### src/rtl/sem_pkg.sv
package sem_pkg;
  typedef enum logic [2:0] {
    RED_MIN = 3'd0, RED_MAX = 3'd1, RED_XOR = 3'd2, RED_AND = 3'd3,
    RED_OR  = 3'd4, RED_ADD = 3'd5, RED_INC = 3'd6, RED_DEC = 3'd7
  } red_op_e;

  typedef enum logic [1:0] {ST_IDLE, ST_READ, ST_WRITE} sem_st_e;

  localparam logic [4:0] OPC_RELEASE = 5'd2;
  localparam logic [4:0] OPC_REDUCE  = 5'd16;

  localparam logic [1:0] SEL_ADDR_HI = 2'd0;
  localparam logic [1:0] SEL_ADDR_LO = 2'd1;
  localparam logic [1:0] SEL_PAYLOAD = 2'd2;
  localparam logic [1:0] SEL_TRIGGER = 2'd3;
endpackage

### src/rtl/sem_alu.sv
module sem_alu
  import sem_pkg::*;
#(
  parameter int unsigned DATA_W = 32
) (
  input  red_op_e           op_i,
  input  logic              signed_i,
  input  logic [DATA_W-1:0] mem_i,
  input  logic [DATA_W-1:0] pay_i,
  output logic [DATA_W-1:0] res_o
);
  logic mem_lt_s, mem_lt_u;

  assign mem_lt_s = $signed(mem_i) < $signed(pay_i);
  assign mem_lt_u = mem_i < pay_i;

  always_comb begin
    unique case (op_i)
      RED_MIN: res_o = (signed_i ? mem_lt_s : mem_lt_u) ? mem_i : pay_i;
      RED_MAX: res_o = (signed_i ? mem_lt_s : mem_lt_u) ? pay_i : mem_i;
      RED_XOR: res_o = mem_i ^ pay_i;
      RED_AND: res_o = mem_i & pay_i;
      RED_OR:  res_o = mem_i | pay_i;
      RED_ADD: res_o = mem_i + pay_i;
      RED_INC: res_o = mem_lt_u ? mem_i + 1'b1 : '0;
      RED_DEC: res_o = ((mem_i != '0) && !(pay_i < mem_i)) ? mem_i - 1'b1 : pay_i;
      default: res_o = pay_i;
    endcase
  end

  // bounded counters never exceed the payload
  always_comb begin
    if (op_i == RED_INC) a_r8_inc_bound: assert (!(pay_i < res_o));
    if (op_i == RED_DEC) a_r9_dec_bound: assert (!(pay_i < res_o));
  end
endmodule

### src/rtl/sem_regs.sv
module sem_regs
  import sem_pkg::*;
#(
  parameter int unsigned DATA_W    = 32,
  parameter int unsigned ADDR_HI_W = 8,
  localparam int unsigned AW       = DATA_W + ADDR_HI_W
) (
  input  logic              clk_i,
  input  logic              rst_ni,
  input  logic              we_i,
  input  logic [1:0]        sel_i,
  input  logic [DATA_W-1:0] wdata_i,
  output logic [AW-1:0]     addr_o,
  output logic [DATA_W-1:0] pay_o,
  output logic              trig_o,
  output logic [DATA_W-1:0] trig_word_o
);
  logic [ADDR_HI_W-1:0] hi_q;
  logic [DATA_W-3:0]    lo_q;
  logic [DATA_W-1:0]    pay_q;

  always_ff @(posedge clk_i or negedge rst_ni) begin
    if (!rst_ni) begin
      hi_q  <= '0;
      lo_q  <= '0;
      pay_q <= '0;
    end else if (we_i) begin
      case (sel_i)
        SEL_ADDR_HI: hi_q  <= wdata_i[ADDR_HI_W-1:0];
        SEL_ADDR_LO: lo_q  <= wdata_i[DATA_W-1:2];
        SEL_PAYLOAD: pay_q <= wdata_i;
        default: ;
      endcase
    end
  end

  assign addr_o      = {hi_q, lo_q, 2'b00};
  assign pay_o       = pay_q;
  assign trig_o      = we_i && (sel_i == SEL_TRIGGER);
  assign trig_word_o = wdata_i;

  a_r2_cfg_hold: assert property (@(posedge clk_i) disable iff (!rst_ni)
    !we_i |=> $stable(addr_o) && $stable(pay_o));
endmodule

### src/rtl/sem_ctrl.sv
module sem_ctrl
  import sem_pkg::*;
#(
  parameter int unsigned DATA_W    = 32,
  parameter int unsigned ADDR_HI_W = 8,
  localparam int unsigned AW       = DATA_W + ADDR_HI_W,
  localparam int unsigned FMT_BIT  = DATA_W - 1,
  localparam int unsigned OPER_HI  = DATA_W - 2,
  localparam int unsigned OPER_LO  = DATA_W - 5
) (
  input  logic              clk_i,
  input  logic              rst_ni,
  input  logic              trig_i,
  input  logic [DATA_W-1:0] trig_word_i,
  input  logic [AW-1:0]     addr_i,
  input  logic [DATA_W-1:0] pay_i,
  output logic              mem_req_o,
  output logic              mem_we_o,
  output logic [AW-1:0]     mem_addr_o,
  output logic [DATA_W-1:0] mem_wdata_o,
  input  logic              mem_ack_i,
  input  logic [DATA_W-1:0] mem_rdata_i,
  output logic              busy_o,
  output logic              done_o
);
  sem_st_e           st_q;
  logic [AW-1:0]     addr_q;
  logic [DATA_W-1:0] pay_q, mem_q, alu_res;
  red_op_e           oper_q;
  logic              sgn_q, is_red_q, done_q;

  logic [4:0] opc;
  logic [3:0] oper;
  logic       accept, is_rel, is_red;

  assign opc    = trig_word_i[4:0];
  assign oper   = trig_word_i[OPER_HI:OPER_LO];
  assign accept = trig_i && (st_q == ST_IDLE);
  assign is_rel = (opc == OPC_RELEASE);
  assign is_red = (opc == OPC_REDUCE) && !oper[3];

  always_ff @(posedge clk_i or negedge rst_ni) begin
    if (!rst_ni) begin
      st_q     <= ST_IDLE;
      addr_q   <= '0;
      pay_q    <= '0;
      mem_q    <= '0;
      oper_q   <= RED_MIN;
      sgn_q    <= 1'b0;
      is_red_q <= 1'b0;
      done_q   <= 1'b0;
    end else begin
      done_q <= 1'b0;
      unique case (st_q)
        ST_IDLE: if (accept) begin
          addr_q   <= addr_i;
          pay_q    <= pay_i;
          oper_q   <= red_op_e'(oper[2:0]);
          sgn_q    <= !trig_word_i[FMT_BIT];
          is_red_q <= is_red;
          if (is_rel)      st_q <= ST_WRITE;
          else if (is_red) st_q <= ST_READ;
          else             done_q <= 1'b1;
        end
        ST_READ: if (mem_ack_i) begin
          mem_q <= mem_rdata_i;
          st_q  <= ST_WRITE;
        end
        ST_WRITE: if (mem_ack_i) begin
          st_q   <= ST_IDLE;
          done_q <= 1'b1;
        end
        default: st_q <= ST_IDLE;
      endcase
    end
  end

  sem_alu #(.DATA_W(DATA_W)) u_alu (
    .op_i    (oper_q),
    .signed_i(sgn_q),
    .mem_i   (mem_q),
    .pay_i   (pay_q),
    .res_o   (alu_res)
  );

  assign mem_req_o   = (st_q != ST_IDLE);
  assign mem_we_o    = (st_q == ST_WRITE);
  assign mem_addr_o  = addr_q;
  assign mem_wdata_o = is_red_q ? alu_res : pay_q;
  assign busy_o      = (st_q != ST_IDLE);
  assign done_o      = done_q;

  a_r12_req_hold: assert property (@(posedge clk_i) disable iff (!rst_ni)
    mem_req_o && !mem_ack_i |=> mem_req_o && $stable(mem_addr_o)
                                && $stable(mem_we_o) && $stable(mem_wdata_o));

  a_r4_release_no_read: assert property (@(posedge clk_i) disable iff (!rst_ni)
    mem_req_o && !mem_we_o |-> is_red_q);

  a_r11_busy_until_ack: assert property (@(posedge clk_i) disable iff (!rst_ni)
    busy_o && !(mem_we_o && mem_ack_i) |=> busy_o);

  a_r12_done_idle: assert property (@(posedge clk_i) disable iff (!rst_ni)
    done_o |-> !busy_o);

  a_r10_unsupported_quiet: assert property (@(posedge clk_i) disable iff (!rst_ni)
    accept && !is_rel && !is_red |=> !mem_req_o && done_o);

  a_r5_read_then_write: assert property (@(posedge clk_i) disable iff (!rst_ni)
    mem_req_o && !mem_we_o && mem_ack_i |=> mem_req_o && mem_we_o
                                          && $stable(mem_addr_o));
endmodule

### src/rtl/sem_unit.sv
module sem_unit
  import sem_pkg::*;
#(
  parameter int unsigned DATA_W    = 32,
  parameter int unsigned ADDR_HI_W = 8,
  localparam int unsigned AW       = DATA_W + ADDR_HI_W
) (
  input  logic              clk_i,
  input  logic              rst_ni,
  input  logic              cfg_we_i,
  input  logic [1:0]        cfg_sel_i,
  input  logic [DATA_W-1:0] cfg_wdata_i,
  output logic              busy_o,
  output logic              done_o,
  output logic              mem_req_o,
  output logic              mem_we_o,
  output logic [AW-1:0]     mem_addr_o,
  output logic [DATA_W-1:0] mem_wdata_o,
  input  logic              mem_ack_i,
  input  logic [DATA_W-1:0] mem_rdata_i
);
  logic [AW-1:0]     cfg_addr;
  logic [DATA_W-1:0] cfg_pay, trig_word;
  logic              trig;

  sem_regs #(.DATA_W(DATA_W), .ADDR_HI_W(ADDR_HI_W)) u_regs (
    .clk_i      (clk_i),
    .rst_ni     (rst_ni),
    .we_i       (cfg_we_i),
    .sel_i      (cfg_sel_i),
    .wdata_i    (cfg_wdata_i),
    .addr_o     (cfg_addr),
    .pay_o      (cfg_pay),
    .trig_o     (trig),
    .trig_word_o(trig_word)
  );

  sem_ctrl #(.DATA_W(DATA_W), .ADDR_HI_W(ADDR_HI_W)) u_ctrl (
    .clk_i      (clk_i),
    .rst_ni     (rst_ni),
    .trig_i     (trig),
    .trig_word_i(trig_word),
    .addr_i     (cfg_addr),
    .pay_i      (cfg_pay),
    .mem_req_o  (mem_req_o),
    .mem_we_o   (mem_we_o),
    .mem_addr_o (mem_addr_o),
    .mem_wdata_o(mem_wdata_o),
    .mem_ack_i  (mem_ack_i),
    .mem_rdata_i(mem_rdata_i),
    .busy_o     (busy_o),
    .done_o     (done_o)
  );
endmodule

### config.mk
export PLATFORM = sky130hd
export DESIGN_NAME = sem_unit
export DESIGN_NICKNAME = d
export VERILOG_FILES = /design/src/rtl/sem_pkg.sv /design/src/rtl/sem_alu.sv /design/src/rtl/sem_regs.sv /design/src/rtl/sem_ctrl.sv /design/src/rtl/sem_unit.sv
export SDC_FILE = /design/constraint.sdc
export NUM_CORES = 1
export LEC_CHECK = 0
export BUFFER_PORTS_ARGS = -buffer_cell sky130_fd_sc_hd__buf_2
export CORE_ASPECT_RATIO = 1.1
export CORE_MARGIN = 5
export CORE_UTILIZATION = 40
export CTS_CLUSTER_DIAMETER = 50
export DETAILED_ROUTE_END_ITERATION = 7
export GPL_TIMING_DRIVEN = 0
export PLACE_DENSITY = 0.59
export SLEW_MARGIN = 10
export SYNTH_ARGS = -nofsm -noshare
export SYNTH_HDL_FRONTEND = slang
export SYNTH_HIERARCHICAL = 1
export SYNTH_SLANG_ARGS = --single-unit
export TNS_END_PERCENT = 20
### constraint.sdc
create_clock -name clk_i -period 5 [get_ports clk_i]
set_input_delay 1 -clock clk_i [delete_from_list [all_inputs] [get_ports clk_i]]
set_output_delay 1 -clock clk_i [all_outputs]
set_load 0.03 [all_outputs]
== Yosys cells after proc, flatten, opt, wreduce, memory -nomap -nowiden ==
Index checks and enable logic that the tools add are counted.
Storage, ports and cells
  logic and storage cells: 74
  register bits: 180
  input port bits: 70
  output and inout bits: 76
Cells by class
  $lt $le $gt $ge: 3
  muxes and demuxes: 18
  reductions and logical operators: 18
  add/subtract/negate cells: 3
  bitwise logic cells: 3
  equal/unequal tests: 18
Operator list (number)
  $pmux 32 s8: 1
  $mux 32: 5
  $lt 32x32->1: 3
  $add 32x1->32 const B: 1
  $add 32x32->32: 1
  $and 32x32->32: 1
  $or 32x32->32: 1
  $reduce_bool 32->1: 1
  $sub 32x1->32 const B: 1
  $xor 32x32->32: 1
  $eq 3x3->1 const B: 4
  $mux 2: 5
  $reduce_and 2->1: 5
  $eq 2x2->1 const B: 3
  $eq 3x2->1 const B: 2
  $pmux 2 s3: 1
  $eq 5x2->1 const B: 1
  $eq 5x5->1 const B: 1
  $mux 1: 5
  $eq 2x1->1 const B: 2
  $logic_and 1x1->1: 4
  $logic_not 2->1: 2
  $ne 2x1->1 const B: 2
  $reduce_and 4->1: 1
  7 further kinds: 9

== Logic depth before layout (Yosys ltp) ==
Gate-level depths: netlist (run 1).
  depth after elaboration: 6
  gate-level depth with buffers: 16

== By module ==
The synthesis (run 1) kept the hierarchy.
By module, submodules not included
  sem_alu: area an instance 6862.8 um2, cells an instance 1001, instances 1, sequential area each 0.0 um2
  sem_ctrl: area an instance 4631.9 um2, cells an instance 446, instances 1, sequential area each 2802.7 um2
  sem_regs: area an instance 2896.5 um2, cells an instance 185, instances 1, sequential area each 1751.7 um2

== Least setup slack after synthesis (run 1) ==
OpenSTA, ideal clock, no wires.
  path type: register -> output
  start point: register u_ctrl.mem_q[25]
  end point: output mem_wdata_o[19]
  buffers on the path: 2
  arrival time: 3802 ps
  path slack: 198 ps
  required time: 4000 ps
  cell stages (with the launch flop): 15
  path through: dfrtp_1 clkbuf_1 inv_1 ha_1 buf_4 nand2b_1 a221oi_1 o31a_1 or4_4 a221o_1 o311ai_2 a21boi_4 a21oi_1 or4_1 mux2_2
On the way
  cells in the longest elaborated chain, start to end: 6
Ends and longest elaborated chain
  from (decl): line sem_ctrl.sv:28  | logic [DATA_W-1:0] pay_q, mem_q, alu_res;
  from (signal assigned): line sem_ctrl.sv:66  | mem_q <= mem_rdata_i;
  $lt 32x32->1: line sem_alu.sv:26  | RED_DEC: res_o = ((mem_i != '0) && !(pay_i < mem_i)) ? mem_i - 1'b1 : pay_i;
  $logic_not 1->1: line sem_alu.sv:26
  $logic_and 1x1->1: line sem_alu.sv:26
  $mux 32: line sem_alu.sv:26
  $pmux 32 s8 (*): line sem_alu.sv:18  | unique case (op_i)
  net u_ctrl.alu_res[19]: line sem_ctrl.sv:28
  $mux 32 (*): line sem_ctrl.sv:89  | assign mem_wdata_o = is_red_q ? alu_res : pay_q;
  to (decl): line sem_unit.sv:18  | output logic [DATA_W-1:0] mem_wdata_o,
Mark *: on every way through the listed nets, which the timed path passes. The rest lies on a longest branch.

== Worst setup path after layout (run 1) ==
  start point: register u_ctrl.pay_q[22]
  end point: output mem_wdata_o[30]
On the way
  cells in the longest elaborated chain, start to end: 6
Ends and longest elaborated chain
  from (decl): line sem_ctrl.sv:28
  from (signal assigned): line sem_ctrl.sv:57  | pay_q <= pay_i;
  $lt 32x32->1: line sem_alu.sv:26
  $logic_not 1->1: line sem_alu.sv:26
  $logic_and 1x1->1: line sem_alu.sv:26
  $mux 32: line sem_alu.sv:26
  $pmux 32 s8 (*): line sem_alu.sv:18
  net u_ctrl.alu_res[30]: line sem_ctrl.sv:28
  $mux 32 (*): line sem_ctrl.sv:89
Marked as above.

==> impl_metrics.toml, run 1 <==
[finish]
fin_nets = 2085
diodes = 0
drive_gt1_share_pct = 36.3
area_growth_pct = 29.3
num-fill-cells = 3287

[detailed_routing]
viasPerCell = 5.94
drtIter0Drc = 1334
wire_per_inst_um = 23.8
vias = 13900
drt_wl_total_mm = 55.7
ant_nets = 0
drt_first_pass_iters = 6
drc = 0

[sta]
setup_slack_ns = -0.485
worst_slew_margin_rel_pct = 21.7
fin_skew_ns = 0.0124
slew_viol_final = 0
max_freq_mhz = 182
rsz0062_at_grt = "true"
worst_slew_pin_slew_ns = 1.17
fin_crit_sh_pct = 110
holdWs_ns = 0.453
hold_viol = 0
period_needed_ns = 5.48
finalSetupViolCount = 32

[synthesis]
netlist_instances = 1610
ys_warn_count = 6
syn_area_um2 = 14200
synth_area_per_cell_um2 = 8.84

[floorplanning]
die-width_um = 190
start_util_pct = 40.5
core.rowCount = 72
fp.dieH_um = 208
ioPinCount = 146
dieArea_um2 = 39400
coreArea_um2 = 35100

[placed_design]
port_buffers = 145
gp_congestion = 0.985
hpwlAfterDp_mm = 39.3
dp_slack_ns = -1.59

[outcome]
failed_checks = "setup timing"
outcome = "finished, violations left"

[clock_tree]
cts_tree = "done"
clockRootBuffer = "clkbuf_16"
clk_path_buf_depth = 2
cts_inserted_buffers = 17
clock-sinks = 182
htree_levels = 4
hold_buffers = 0
cts.clk_slew.worst_paths_ns = 0.09
clkLatencyLatePin_ns = 0.46

[global_route]
grt_pass1_wl_mm = 83.7
antenna_found_initial = 4
grt_max_degree = 112
track_usage_pct = 27.4
grt_pass1_vias = 13900
grt-ovfl-total = 0

[critical_path]
cp_slowest_stage_delay_ns = 0.46
crit_buf_inv = 5
crit_type = "reg2out"
endpoint_kind = "primary output"
path_common_cell = "buf_4"
critical_path_required_ns = 4.00
worstPathCellList = "inv_1 > ha_4 > buf_4 > nor3b_1 > a2111oi_4 > o221ai_4 > a2111oi_4 > and3b_2 > o31a_1 > buf_4 > buf_4 > o21ai_0 > a221oi_1 > o221ai_1 > mux2_4 > buf_6"
slowest_stage = "dfrtp_2"
cp_max_fo = 4
crit_arrival_ns = 4.48
critPathTopFamily = "compound AO/OA/AOI/OAI gates"
start_kind = "flip-flop"

[pwr]
vdd_drop_max_uv = 310
p_leak_uw = 0.00829
power_density_nw_per_um2 = 512

[run]
cap_violations = 0

[min_path]
hold_path.class = "reg2reg"
-- flip-flops by register name, indices dropped and copies added, names as in the netlist, 2 cells and up --
signal             count
u_regs/lo_q           30
u_ctrl/oper_q          3
u_regs/hi_q            8
u_regs/pay_o          32
u_ctrl/mem_addr_o     40
u_ctrl/mem_q          32
u_ctrl/pay_q          32
u_ctrl/st_q            2
-- where the power goes --
group | internal [µW] | total (µW) | switching, µW
logic | 2420 | 5870 | 3450
clock network | 657 | 1330 | 669
registers | 1850 | 2220 | 375
-- routing by layer --
metal	vias up	share of wire, %	GRT usage, %
met5	-	0.091	0
met4	8	5.6	13.6
met3	228	9.1	6.95
met2	725	45	43.5
met1	6651	40	34.6
li1	6277	-	-
-- worst min-delay path, cell delays in order (launching register included) --
cell     delay [ns]
dfrtp_1        0.34
nand2_1        0.05
nand2_1        0.04
-- path summary, 6_finish.rpt --
kind,startpoint,endpoint,slack (ns),cells past startpoint
min in group asynchronous,rst_ni,u_ctrl/mem_q[18],0.51,1
min,u_regs/pay_o[23],u_ctrl/pay_q[23],0.45,2
min reg2reg,u_regs/pay_o[23],u_ctrl/pay_q[23],0.45,2
max in group asynchronous,rst_ni,u_ctrl/pay_q[30],3.48,2
max reg2reg,u_ctrl/st_q[1],u_ctrl/mem_q[13],3.23,3
max,u_ctrl/pay_q[22],mem_wdata_o[30],-0.48,16
-- layout make-up --
cell class,instances,area [µm²],area share [%]
plain buffers,100,777,4.22
clock buffers,17,425,2.31
clock inverters,14,138,0.748
inverters,88,357,1.94
multi-input cells,1235,9720,52.8
flip-flops and latches,182,4610,25.1
well taps,444,556,3.02
repair buffers,259,1810,9.86
-- cells in the final DEF (no fill, tap or decap), types with 10 or more instances in the layout --
cell,count
clkbuf_1,22
inv_2,22
o211ai_1,16
buf_6,44
nor3_1,25
a211oi_1,10
buf_2,138
dfrtp_2,46
clkbuf_16,18
xnor2_1,39
nor2b_1,15
mux2i_1,23
nand2_1,273
o31ai_1,10
nor2_1,69
o21ai_0,61
a221o_1,10
ha_1,107
o22ai_1,23
nand4_1,15
buf_4,126
a21o_1,11
inv_1,59
nand3_1,33
a221oi_1,25
o221ai_1,11
dfrtp_1,136
a21oi_1,81
clkbuf_8,14
mux2_2,113
ha_4,20
mux2_4,21
-- per-stage QoR --
stage	util (%)	instances	power (µW)	instance area [µm²]	TNS, ns
detailed placement	44.3	2201	6540	15500	-43.06
finish	52.4	2339	9420	18400	-12.13
global route	52.4	2339	9880	18400	-14.79
CTS	51.1	2312	9000	18000	-8.12
floorplan	-	1611	5110	14200	0
global placement	44.1	2200	6490	15500	-68.62
-- timing repair --
action | CTS | global route
setup buffers | 84 | 27
gates cloned | 2 | 0
gates resized for setup | 325 | 62
setup endpoints to repair | 32 | 32
pin swaps | 45 | 28
No activity file was read; power rests on OpenSTA's default activity.
==> inputs of run 2 (changes only) <==
CORE_UTILIZATION = 61   (was 40)
PLACE_DENSITY = 0.83   (was 0.59)
clock period = 6.12 ns   (was 5 ns; I/O delays follow)
==> run 2 against run 1 <==
  * Critical path type unchanged
  * Power shrank 27%
  * The run now ends clean
  * Largest cell class unchanged
  * Via count is 0.30% lower
  * Critical endpoint is now mem_wdata_o[24]
  * Wire length down 6.9%
  * Largest power group unchanged
==> impl_metrics.toml, run 2 (same netlist as run 1, synthesis figures left out) <==
[pwr]
p_leak_uw = 0.00761
power_density_nw_per_um2 = 420
vdd_drop_max_uv = 270
power.total_uw = 6910

[finish]
multi_input_area_um2 = 9130
drive_gt1_share_pct = 26.5
fin_nets = 1981
largest_reg_flops = 40
num-fill-cells = 1777
post-route-util_pct = 71.7
final_cell_mix = "nand2_1 (274), buf_2 (171), dfrtp_1 (162), mux2_2 (134), ha_1 (128)"
design_area_um2 = 16400
register_area_um2 = 4580
area_growth_pct = 15.6
final_common_cell = "nand2_1"

[global_route]
antenna_found_initial = 4
grt_max_degree = 78
grt-ovfl-total = 0
grt_pass1_wl_mm = 78.7
grt_pass1_vias = 13600
track_usage_pct = 38.4

[critical_path]
critical_path_required_ns = 4.90
start_kind = "flip-flop"
endpoint_kind = "primary output"
slowest_stage = "nor2_1"
cp_max_fo = 10
cp_slowest_stage_delay_ns = 1.04
crit_arrival_ns = 4.81
worstPathCellList = "inv_1 > nor2_1 > and2_1 > clkbuf_1 > clkbuf_1 > a211oi_1 > a32oi_1 > mux2_2 > buf_2"
crit_buf_inv = 4
critPathTopFamily = "buffers and inverters"
path_common_cell = "clkbuf_1"
crit_type = "reg2out"

[floorplanning]
coreArea_um2 = 22900
start_util_pct = 62.0
die-width_um = 156
fp.dieH_um = 170
dieArea_um2 = 26500
core.rowCount = 58
ioPinCount = 146

[detailed_routing]
viasPerCell = 6.62
drt_first_pass_iters = 6
ant_nets = 0
vias = 13800
drt_wl_total_mm = 51.9
drtIter0Drc = 1547
drc = 0
wire_per_inst_um = 24.8

[clock_tree]
htree_levels = 4
clockRootBuffer = "clkbuf_16"
cts.clk_slew.worst_paths_ns = 0.07
hold_buffers = 0
clk_path_buf_depth = 2
clkLatencyLatePin_ns = 0.44
clock-sinks = 182
cts_inserted_buffers = 17
cts_tree = "done"

[sta]
finalSetupViolCount = 0
max_freq_mhz = 166
worst_slew_margin_rel_pct = 10.5
period_needed_ns = 6.04
hold_viol = 0
fin_crit_sh_pct = 98.6
setup_slack_ns = 0.0837
fin_skew_ns = 0.0165
slew_viol_final = 0
rsz0062_at_grt = "true"
worst_slew_pin_slew_ns = 1.34

[outcome]
outcome = "complete, no violations"

[min_path]
hold_path.class = "reg2reg"

[placed_design]
placed_area_um2 = 15400
dp_slack_ns = -0.551
gp_congestion = 1.02
port_buffers = 145
hpwlAfterDp_mm = 37.4

[run]
cap_violations = 0
==> run 2: report_power, final <==
part	switching (µW)	leakage (µW)	internal [µW]	total, µW
clock	589	0.000296	569	1160
combinational	2500	0.00508	1390	3890
sequential	364	0.00223	1500	1860
==> run 2: what timing repair did <==
item / CTS / global route
buffers inserted: 9 / 5
endpoints found under the hold margin: 0 / 0
resized for setup: 44 / 60
pin swaps: 4 / 6
endpoints found under the setup margin: 32 / 32
==> run 2: path summary, 6_finish.rpt <==
kind	from	endpoint	slack [ns]	cells past startpoint
max	u_ctrl/oper_q[2]	mem_wdata_o[24]	0.08	9
min	u_regs/pay_o[22]	u_ctrl/pay_q[22]	0.46	2
max reg2reg	u_ctrl/st_q[1]	u_ctrl/pay_q[29]	4.34	5
min reg2reg	u_regs/pay_o[22]	u_ctrl/pay_q[22]	0.46	2
max in group asynchronous	rst_ni	u_ctrl/mem_q[3]	4.42	3
min in group asynchronous	rst_ni	u_ctrl/mem_q[14]	0.63	1
==> run 2: cell type report <==
cell class,instances,share of cell area (%)
Clock inverter,14,0.974
Clock buffer,18,2.67
Buffer,94,3.27
Sequential cell,182,27.8
Multi-Input combinational cell,1235,55.5
Inverter,88,2.01
Antenna cell,1,0.0152
Timing Repair Buffer,161,5.45
Tap cell,300,2.28
==> run 2: per-layer routing <==
layer	vias up	part of all wire, %	GRT usage [%]
met5	-	0.066	0
met4	6	5.8	19.8
met3	213	9.8	6.94
met2	891	46	60.6
met1	6671	39	50.7
li1	6066	-	-
==> run 2: tightest hold or removal path: cells and delay by family, from the launching register on <==
family,cells,cell delay (ns)
and+or+nand+nor,2,0.10
DFF,1,0.34
==> run 2: per-stage QoR <==
stage	std cells	hold WS [ns]	setup TNS, ns
finish	2093	0.463	0
global route	2092	0.475	-0.0386
CTS	2091	0.458	0
detailed placement	2058	0.446	-10.94
global placement	2056	0.438	-11.90
floorplan	1611	0.433	0
==> inputs of run 3 (changes only) <==
BUFFER_PORTS_ARGS = default   (was -buffer_cell sky130_fd_sc_hd__buf_2)
CORE_UTILIZATION = 65   (was 61)
DONT_BUFFER_PORTS = 1   (was default)
PLACE_DENSITY = default   (was 0.83)
PLACE_DENSITY_LB_ADDON = 0.2   (was default)
==> run 3 against run 2 <==
  * The flow now finishes with violations (setup timing)
  * Power shrank 5.1%
  * Critical path depth grew 3
  * Die area shrank 5.8%
  * Cell count shrank 7.7%
  * Clock power is essentially flat
  * Clock skew grew 0.00077 ns
  * Wire length shrank 3.7%
  * Fmax shrank 3.1%
  * Critical path type unchanged
  * Largest cell class unchanged
==> impl_metrics.toml, run 3 (same netlist as run 1, synthesis figures left out) <==
[detailed_routing]
viasPerCell = 6.86
drt_first_pass_iters = 8
wire_per_inst_um = 25.9
drc = 0
vias = 13300
drt_wl_total_mm = 50.0
ant_nets = 0
drtIter0Drc = 1557

[clock_tree]
cts_inserted_buffers = 17
clock-sinks = 182
cts_tree = "done"
clockRootBuffer = "clkbuf_16"
clk_path_buf_depth = 2
clkLatencyLatePin_ns = 0.45
htree_levels = 4
cts.clk_slew.worst_paths_ns = 0.09

[finish]
final_common_cell = "nand2_1"
largest_reg_flops = 40
finalNonFillerCells = 1932
area_growth_pct = 8.27
design_area_um2 = 15400
diodes = 0
drive_gt1_share_pct = 18.3
fin_nets = 1831
final_cell_mix = "nand2_1 (274), dfrtp_1 (168), mux2_2 (133), ha_1 (129), a21oi_1 (90)"

[sta]
slew_viol_final = 0
fin_skew_ns = 0.0173
fin_crit_sh_pct = 102
holdWs_ns = 0.459
max_freq_mhz = 161
finalSetupViolCount = 1
period_needed_ns = 6.23
worst_slew_margin_rel_pct = 2.59
hold_viol = 0
worst_slew_pin_slew_ns = 1.46
setup_slack_ns = -0.110

[pwr]
power_density_nw_per_um2 = 426
vdd_drop_max_uv = 281
p_leak_uw = 0.00690
power.total_uw = 6560

[critical_path]
endpoint_kind = "primary output"
cp_slowest_stage_delay_ns = 0.55
slowest_stage = "a211oi_2"
start_kind = "flip-flop"
critPathTopFamily = "compound AO/OA/AOI/OAI gates"
crit_buf_inv = 1
cp_max_fo = 12
crit_arrival_ns = 5.01
critical_path_required_ns = 4.90
worstPathCellList = "inv_1 > ha_1 > o21ai_0 > o21ai_0 > nand4_1 > a211oi_2 > o211ai_1 > o21ai_1 > a41oi_1 > xnor2_1 > a211o_1 > mux2_2"
path_common_cell = "o21ai_0"
crit_type = "reg2out"

[placed_design]
port_buffers = 0
hpwlAfterDp_mm = 35.9
placed_area_um2 = 14600
gp_congestion = 1.03
placed_cells = 1901

[global_route]
grt_pass1_wl_mm = 75.6
track_usage_pct = 40.0
grt_max_degree = 183
antenna_found_initial = 5
grt_pass1_vias = 13100
grt-ovfl-total = 0

[floorplanning]
ioPinCount = 146
start_util_pct = 66.4
die-width_um = 151
fp.dieH_um = 165
dieArea_um2 = 24900
core.rowCount = 56
coreArea_um2 = 21400

[run]
cap_violations = 0

[outcome]
outcome = "finished, violations left"
failed_checks = "setup timing"

[min_path]
hold_path.class = "in2async"
[run 3: final timing paths]
kind	from	to	slack (ns)	cells past startpoint
max in group asynchronous	rst_ni	u_ctrl/mem_q[27]	5.27	0
max reg2reg	u_ctrl/st_q[1]	u_ctrl/mem_q[14]	4.39	3
min	rst_ni	u_ctrl/mem_q[16]	0.46	0
min reg2reg	u_regs/pay_o[25]	u_ctrl/pay_q[25]	0.46	2
min in group clk_i	u_regs/pay_o[25]	u_ctrl/pay_q[25]	0.46	2
max	u_ctrl/mem_q[2]	mem_wdata_o[31]	-0.11	12
[run 3: where the power goes]
part           internal (µW)  switching, µW  total (µW)
Sequential              1490            577        2070
Combinational           1200           2150        3350
Clock                    552            588        1140
Total                   3240           3320        6560
[run 3: layer usage]
metal | share of wire [%] | GRT usage [%] | routed length, µm
met5 | 0.16 | 0 | 79
met4 | 7.3 | 23.0 | 3630
met3 | 11 | 11.4 | 5440
met2 | 45 | 62.6 | 22300
met1 | 37 | 49.5 | 18500
[run 3: area by class of cell]
class	count	area (µm²)
Multi-Input combinational cell	1235	8960
Buffer	96	532
Tap cell	290	363
Clock inverter	14	153
Inverter	88	330
Sequential cell	182	4570
Fill cell	1686	6040
Clock buffer	18	429
Timing Repair Buffer	9	67.6
[run 3: what timing repair did]
item	CTS	global route
resized for setup	27	37
hold buffers	0	0
cloned	0	0
pin swaps	3	4
setup endpoints to repair	32	32
setup buffers	7	2
[run 3: through the flow]
step	setup slack [ns]	setup TNS (ns)	util, %
after floorplan	1.09	0	-
after global placement	-0.409	-5.89	68.1
after detailed placement	-0.373	-5.15	68.1
after CTS	0.000402	0	71.4
after global routing	-0.0477	-0.102	71.8
final	-0.110	-0.110	71.8
